===== src/rtl/spi_port.sv =====
module spi_port (
  input  logic       clk,
  input  logic       rst_n,
  input  logic       reg_wr,
  input  logic       reg_rd,
  input  logic [1:0] reg_addr,
  input  logic [7:0] reg_wdata,
  output logic [7:0] reg_rdata,
  output logic       irq,
  output logic       sck_o,
  output logic       sck_oe,
  input  logic       sck_i,
  output logic       sdo,
  output logic       sdo_oe,
  input  logic       sdi,
  input  logic       ss_n
);
  localparam int BITS = 8;
  localparam int CW = $clog2(BITS);
  localparam logic [CW-1:0] LAST = CW'(BITS - 1);

  logic [7:0] dbuf, sr;
  logic [1:0] rate;
  logic master, cpol, esel, smp_end, ss_en, wcol;
  logic bf, irq_q, busy_m, sdo_q, half;
  logic [CW-1:0] cnt;
  logic [5:0] tmr, hlim;
  logic [2:0] sck_s;
  logic [1:0] ss_s, sdi_s;

  wire wr_buf = reg_wr && reg_addr == 2'd0;
  wire wr_ctl = reg_wr && reg_addr == 2'd1;
  wire wr_clr = reg_wr && reg_addr == 2'd3;
  wire rd_buf = reg_rd && reg_addr == 2'd0;

  wire gate     = ss_en & ss_s[1];
  wire s_edge   = ~master & ~gate & (sck_s[1] ^ sck_s[2]);
  wire s_act    = sck_s[1] ^ cpol;
  wire s_mid    = s_edge & (s_act ^ esel);
  wire s_launch = s_edge & ~(s_act ^ esel);

  always_comb
    case (rate)
      2'd0:    hlim = 6'd1;
      2'd1:    hlim = 6'd7;
      default: hlim = 6'd31;
    endcase

  wire tick  = busy_m && tmr == hlim;
  wire m_mid = tick & ~half;
  wire m_end = tick & half;

  wire busy  = master ? busy_m : (cnt != '0);
  wire start = wr_buf & ~busy;
  wire samp  = master ? (smp_end ? m_end : m_mid) : s_mid;
  wire laun  = master ? m_end : s_launch;
  wire done  = (master ? m_end : s_mid) && cnt == LAST;
  wire [7:0] sr_nx = {sr[6:0], master ? sdi : sdi_s[1]};
  wire [7:0] rx    = (master && !smp_end) ? sr : sr_nx;

  always_ff @(posedge clk or negedge rst_n)
    if (!rst_n) begin
      sck_s <= '0;
      ss_s  <= '1;
      sdi_s <= '0;
    end else begin
      sck_s <= {sck_s[1:0], sck_i};
      ss_s  <= {ss_s[0], ss_n};
      sdi_s <= {sdi_s[0], sdi};
    end

  always_ff @(posedge clk or negedge rst_n)
    if (!rst_n) begin
      {wcol, ss_en, smp_end, esel, cpol, master, rate} <= '0;
      dbuf <= '0; sr <= '0; sdo_q <= 1'b0;
      bf <= 1'b0; irq_q <= 1'b0; busy_m <= 1'b0;
      half <= 1'b0; tmr <= '0; cnt <= '0;
    end else begin
      if (wr_ctl) {ss_en, smp_end, esel, cpol, master, rate} <= reg_wdata[6:0];

      if (wr_buf && busy)          wcol <= 1'b1;
      else if (wr_ctl && !reg_wdata[7]) wcol <= 1'b0;

      if (start) begin
        dbuf  <= reg_wdata;
        sr    <= reg_wdata;
        sdo_q <= reg_wdata[7];
      end else begin
        if (samp) sr <= sr_nx;
        if (laun) sdo_q <= samp ? sr[6] : sr[7];
      end
      if (done) dbuf <= rx;

      if (done)        bf <= 1'b1;
      else if (rd_buf) bf <= 1'b0;

      if (done)        irq_q <= 1'b1;
      else if (wr_clr) irq_q <= 1'b0;

      if (start && master) begin
        busy_m <= 1'b1; tmr <= '0; half <= 1'b0; cnt <= '0;
      end else if (master) begin
        if (tick) begin
          tmr  <= '0;
          half <= ~half;
          if (half) begin
            cnt <= cnt + 1'b1;
            if (cnt == LAST) busy_m <= 1'b0;
          end
        end else if (busy_m) tmr <= tmr + 1'b1;
      end else if (gate)  cnt <= '0;
      else if (s_mid)     cnt <= cnt + 1'b1;
    end

  always_comb
    case (reg_addr)
      2'd0:    reg_rdata = dbuf;
      2'd1:    reg_rdata = {wcol, ss_en, smp_end, esel, cpol, master, rate};
      2'd2:    reg_rdata = {5'd0, busy, irq_q, bf};
      default: reg_rdata = '0;
    endcase

  assign irq    = irq_q;
  assign sck_o  = cpol ^ (busy_m & (esel ? ~half : half));
  assign sck_oe = master;
  assign sdo    = sdo_q;
  assign sdo_oe = master | ~gate;

  p_done_flags_r2: assert property (@(posedge clk) disable iff (!rst_n)
    done |=> bf && irq_q);
  p_sck_idle_r3: assert property (@(posedge clk) disable iff (!rst_n)
    (master && !busy_m) |-> sck_o == cpol);
  p_bf_read_r6: assert property (@(posedge clk) disable iff (!rst_n)
    (rd_buf && !done) |=> !bf);
  p_irq_hold_r7: assert property (@(posedge clk) disable iff (!rst_n)
    (irq_q && !wr_clr) |=> irq_q);
  p_drop_flag_r8: assert property (@(posedge clk) disable iff (!rst_n)
    (wr_buf && busy) |=> wcol);
  p_drop_buf_r8: assert property (@(posedge clk) disable iff (!rst_n)
    (wr_buf && busy && !done) |=> $stable(dbuf));
  p_wcol_hold_r9: assert property (@(posedge clk) disable iff (!rst_n)
    (wcol && !(wr_ctl && !reg_wdata[7])) |=> wcol);
  p_gate_r11: assert property (@(posedge clk) disable iff (!rst_n)
    (!master && !wr_ctl && ss_en && ss_s[1]) |=> cnt == '0);
endmodule


===== config.mk =====
export PLATFORM = sky130hd
export DESIGN_NAME = spi_port
export DESIGN_NICKNAME = d
export VERILOG_FILES = /design/src/rtl/spi_port.sv
export SDC_FILE = /design/constraint.sdc
export NUM_CORES = 1
export LEC_CHECK = 0
export ABC_AREA = 1
export BUFFER_PORTS_ARGS = -buffer_cell sky130_fd_sc_hd__buf_2
export CORE_ASPECT_RATIO = 1.2
export CORE_UTILIZATION = 55
export DETAILED_ROUTE_END_ITERATION = 8
export GPL_ROUTABILITY_DRIVEN = 0
export GPL_TIMING_DRIVEN = 1
export PLACE_DENSITY_LB_ADDON = 0.3
export RECOVER_POWER = 100
export SYNTH_ARGS = -nofsm -noshare
export SYNTH_HDL_FRONTEND = slang
export SYNTH_SLANG_ARGS = --single-unit
export TNS_END_PERCENT = 30

===== constraint.sdc =====
create_clock -name clk -period 1.9 [get_ports clk]
set_input_delay 0.095 -clock clk [delete_from_list [all_inputs] [get_ports clk]]
set_output_delay 0.095 -clock clk [all_outputs]
set_load 0.02 [all_outputs]

==> flow_summary.yaml <==
grt:
  grt.total_usage_pct: 25.91
  grt_antenna_before_repair: 0
  first_global_vias: 1981
  gr-total-overflow: 0
  grt_max_degree: 46
  grt_first_pass_wirelength_um: 9177
die:
  start_util_pct: 57.52
  design.core.area_mm2: 0.004262
  row_count: 26
  boundaryPins: 30
  floorplan.die.height_um: 75.13
  die_area_mm2: 0.004729
  die_width_um: 62.94
routing:
  dr_drc_count: 0
  detailed_route_wire_length_um: 5647
  uppermost_routed_layer: "met4"
  drtAntennaViolNets: 0
  met3_wirelength_from_detailed_routing_um: 382
  detail_route.wl_per_cell_um: 13.94
  met1_length_um: 2429
  drt-vias-per-instance: 5.479
  drt_first_pass_iters: 5
  routed-via-count: 2219
  drt_first_iter_violations: 205
  route.met2.wl_um: 2740
clock_tree:
  tritoncts: "done"
  cts.sinks: 45
  ctsResizeCount: 0
  cts_inserted_buffers: 5
  htree_num_levels: 2
  clk_pin_slew_ns: 0.08
  cts_max_path_buffers: 2
  clk_latency_worst_skew_pair_ns: 0.30
  root_buffer: "sky130_fd_sc_hd__clkbuf_8"
setup_path:
  cp_max_fanout: 7
  crit_required_ns: 2.11
  worst-path-buf-inv: 0
  crit_path_start: "tmr[3]"
  critical_path_arrival_ns: 1.92
  critPathLaunchType: "flip-flop"
  crit_path_end_kind: "flip-flop"
  worst_path_max_delay_cell: "sky130_fd_sc_hd__dfrtp_1"
  timing_worst_setup_path_type: "flip-flop to flip-flop"
  regToRegStartpoint: "tmr[3]"
  crit_path_cells: "o21ai_0 -> nand3_2 -> nor2_4 -> nand2_1 -> nand2_1 -> nand3_1 -> o211ai_1"
  critPathTopFamily: "simple AND/OR/NAND/NOR gates"
  critical-path-max-stage-delay_ns: 0.43
  crit_path_frequent_cell: "sky130_fd_sc_hd__nand2_1"
power:
  total_leakage_power_nw: 1.448
  powerDensity_mw_per_mm2: 1201
  irDropWorstVdd_mv: 0.6128
min_path:
  holdCritStartpoint: "reg_rd"
  hold_path.class: "primary input to flip-flop"
placement:
  postPlaceCellArea_mm2: 0.002665
  preCtsSetupSlack_ns: 0.2298
  port_buffers: 29
  place_hpwl_um: 4200
cells_and_area:
  area.growth.synth_to_final_pct: 13.88
  share_of_layout_cells_above_drive_strength_1_pct: 13.47
  final_design_area_excluding_fillers_mm2: 0.002791
  num-nets-final: 369
  multiInputGateArea_mm2: 0.001132
  filler_cell_count: 369
  regArea_mm2: 0.001129
  antenna-diode-count: 0
synthesis:
  yosysUniqueCellTypes: 29
  ys_ff_latch: 45
  synth_compound_area_share_pct: 10.67
  synth_simple_gate_area_share_pct: 30.22
  synth_area_per_cell_um2: 7.856
  synth_top_area_share_pct: 43.90
  netlist_area_mm2: 0.002451
  synth_xor_area_share_pct: 1.429
  synth_fa_ha_area_share_pct: 2.042
  synth-seq-area-share_pct: 46.04
  synth_top_family_by_area: "simple AND/OR/NAND/NOR gates"
  synth-warning-count: 0
  postSynthNetCount: 333
  netlist.top_cell.by_area: "sky130_fd_sc_hd__dfrtp_1"
  netlist_top_cells_area: "sky130_fd_sc_hd__dfrtp_1 (44%), sky130_fd_sc_hd__nand2_1 (15%), sky130_fd_sc_hd__nand3_1 (7.8%), sky130_fd_sc_hd__inv_1 (4.9%), sky130_fd_sc_hd__o21ai_0 (4.1%)"
  synth_mux_area_share_pct: 1.838
  synthesized_instance_count: 312
sta:
  fin_skew_ns: 0.007927
  worstMarginPinSlew_ns: 1.095
  tns_ns: 0
  final_critical_path_share_of_the_clock_period_pct: 90.19
  fin_ws_ns: 0.1863
  max-slew-margin-rel_pct: 27.03
  rsz0062_at_grt: "false"
  timing.fmax_ghz: 0.5835
  timing_max_transition_violations_final: 0
  final_period_minus_worst_setup_slack_ns: 1.714
  finalSetupViolations: 0
  hold_violations: 0
flow_run:
  drv.max_cap_violation_count: 0
outcome:
  status: "completed"
-- path summary, 6_finish.rpt --
| kind | slack, ns | depth (start not counted) | endpoint |
|---|---|---|---|
| max | 0.19 | 7 | sr[2] |
| min | 0.05 | 4 | bf |
| max reg2reg | 0.19 | 7 | sr[2] |
| min reg2reg | 0.35 | 0 | sdi_s[1] |
| max in group asynchronous | 0.62 | 3 | cnt[0] |
| min in group asynchronous | 0.61 | 3 | tmr[2] |
-- kinds of logic after synthesis --
family,count (synthesis)
flip-flops,45
multiplexers,4
buffers and inverters,45
adder cells (fa/ha/maj),4
AO/OA/AOI/OAI,46
AND/OR/NAND/NOR,164
XOR/XNOR,4
-- registers in the layout (all words and copies together), names as in the netlist, 2 cells and up --
signal,flops
sr,8
rate,2
sck_s,3
sdi_s,2
ss_s,2
tmr,6
dbuf,8
cnt,3
-- repair_timing --
item,CTS,global route
endpoints found under the setup margin,0,0
setup buffers,0,0
endpoints found under the hold margin,46,0
hold buffers,4,0
-- per-stage QoR --
step | power [W] | std cells | hold WS [ns] | util, %
global placement | 0.002581 | 393 | 0.09050 | 62.54
finish | 0.003352 | 405 | 0.04761 | 65.50
detailed placement | 0.002621 | 393 | 0.09946 | 62.54
floorplan | 0.002296 | 312 | -0.2006 | -
CTS | 0.003371 | 405 | 0.04817 | 66.21
global route | 0.003598 | 405 | 0.05042 | 65.50
-- layout by cell type (no fill, tap or decap), types with 2 or more instances in the layout --
cell	count
sky130_fd_sc_hd__a21oi_1	13
sky130_fd_sc_hd__buf_2	16
sky130_fd_sc_hd__buf_4	5
sky130_fd_sc_hd__clkbuf_1	13
sky130_fd_sc_hd__clkbuf_2	2
sky130_fd_sc_hd__clkbuf_8	6
sky130_fd_sc_hd__dfrtp_1	43
sky130_fd_sc_hd__dfstp_2	2
sky130_fd_sc_hd__dlygate4sd3_1	4
sky130_fd_sc_hd__ha_1	4
sky130_fd_sc_hd__inv_1	33
sky130_fd_sc_hd__inv_2	2
sky130_fd_sc_hd__mux2_2	4
sky130_fd_sc_hd__nand2_1	98
sky130_fd_sc_hd__nand2_4	2
sky130_fd_sc_hd__nand3_1	38
sky130_fd_sc_hd__nand3_2	4
sky130_fd_sc_hd__nand4_1	5
sky130_fd_sc_hd__nor2_1	13
sky130_fd_sc_hd__o211ai_1	8
sky130_fd_sc_hd__o21ai_0	20
sky130_fd_sc_hd__xnor2_1	2
sky130_fd_sc_hd__xor2_1	2
-- synthesized netlist by cell type, drive strengths merged --
| master | n |
|---|---|
| ha | 4 |
| dfrtp | 43 |
| nor2 | 15 |
| xor2 | 2 |
| nand2 | 100 |
| mux2 | 4 |
| clkbuf | 3 |
| xnor2 | 2 |
| o22ai | 1 |
| nor3 | 1 |
| o211ai | 8 |
| o21ai | 21 |
| dfstp | 2 |
| a22o | 1 |
| nand4 | 5 |
| a21boi | 1 |
| nand3 | 43 |
| buf | 7 |
| o2111ai | 1 |
| a21oi | 13 |
| inv | 35 |
-- report_power, final --
group,total [W],switching [W],internal [W]
Sequential,0.00149,0.000239,0.00125
Clock,0.000746,0.000317,0.000429
Combinational,0.00112,0.000700,0.000417
-- metal layers --
layer  vias to the layer above  track usage [%]
li1                       1088                -
met1                      1029            32.11
met2                        93            44.92
met3                         9            5.303
met4                         0            9.819
met5                         -                0
-- worst reg2reg max path, cell delays in order, from the launching register on --
cell	delay [ns]
sky130_fd_sc_hd__dfrtp_1	0.43
sky130_fd_sc_hd__o21ai_0	0.24
sky130_fd_sc_hd__nand3_2	0.15
sky130_fd_sc_hd__nor2_4	0.21
sky130_fd_sc_hd__nand2_1	0.15
sky130_fd_sc_hd__nand2_1	0.23
sky130_fd_sc_hd__nand3_1	0.11
sky130_fd_sc_hd__o211ai_1	0.12
-- cell type report --
| cell class | instances | share of cell area [%] |
|---|---|---|
| tap | 56 | 2.510 |
| sequential | 45 | 40.43 |
| inverter | 35 | 4.706 |
| timing repair buffer | 39 | 7.620 |
| clock inverter | 1 | 1.076 |
| multi-input combinational | 222 | 40.56 |
| clock buffer | 7 | 3.093 |
No activity file was read; power rests on OpenSTA's default activity.
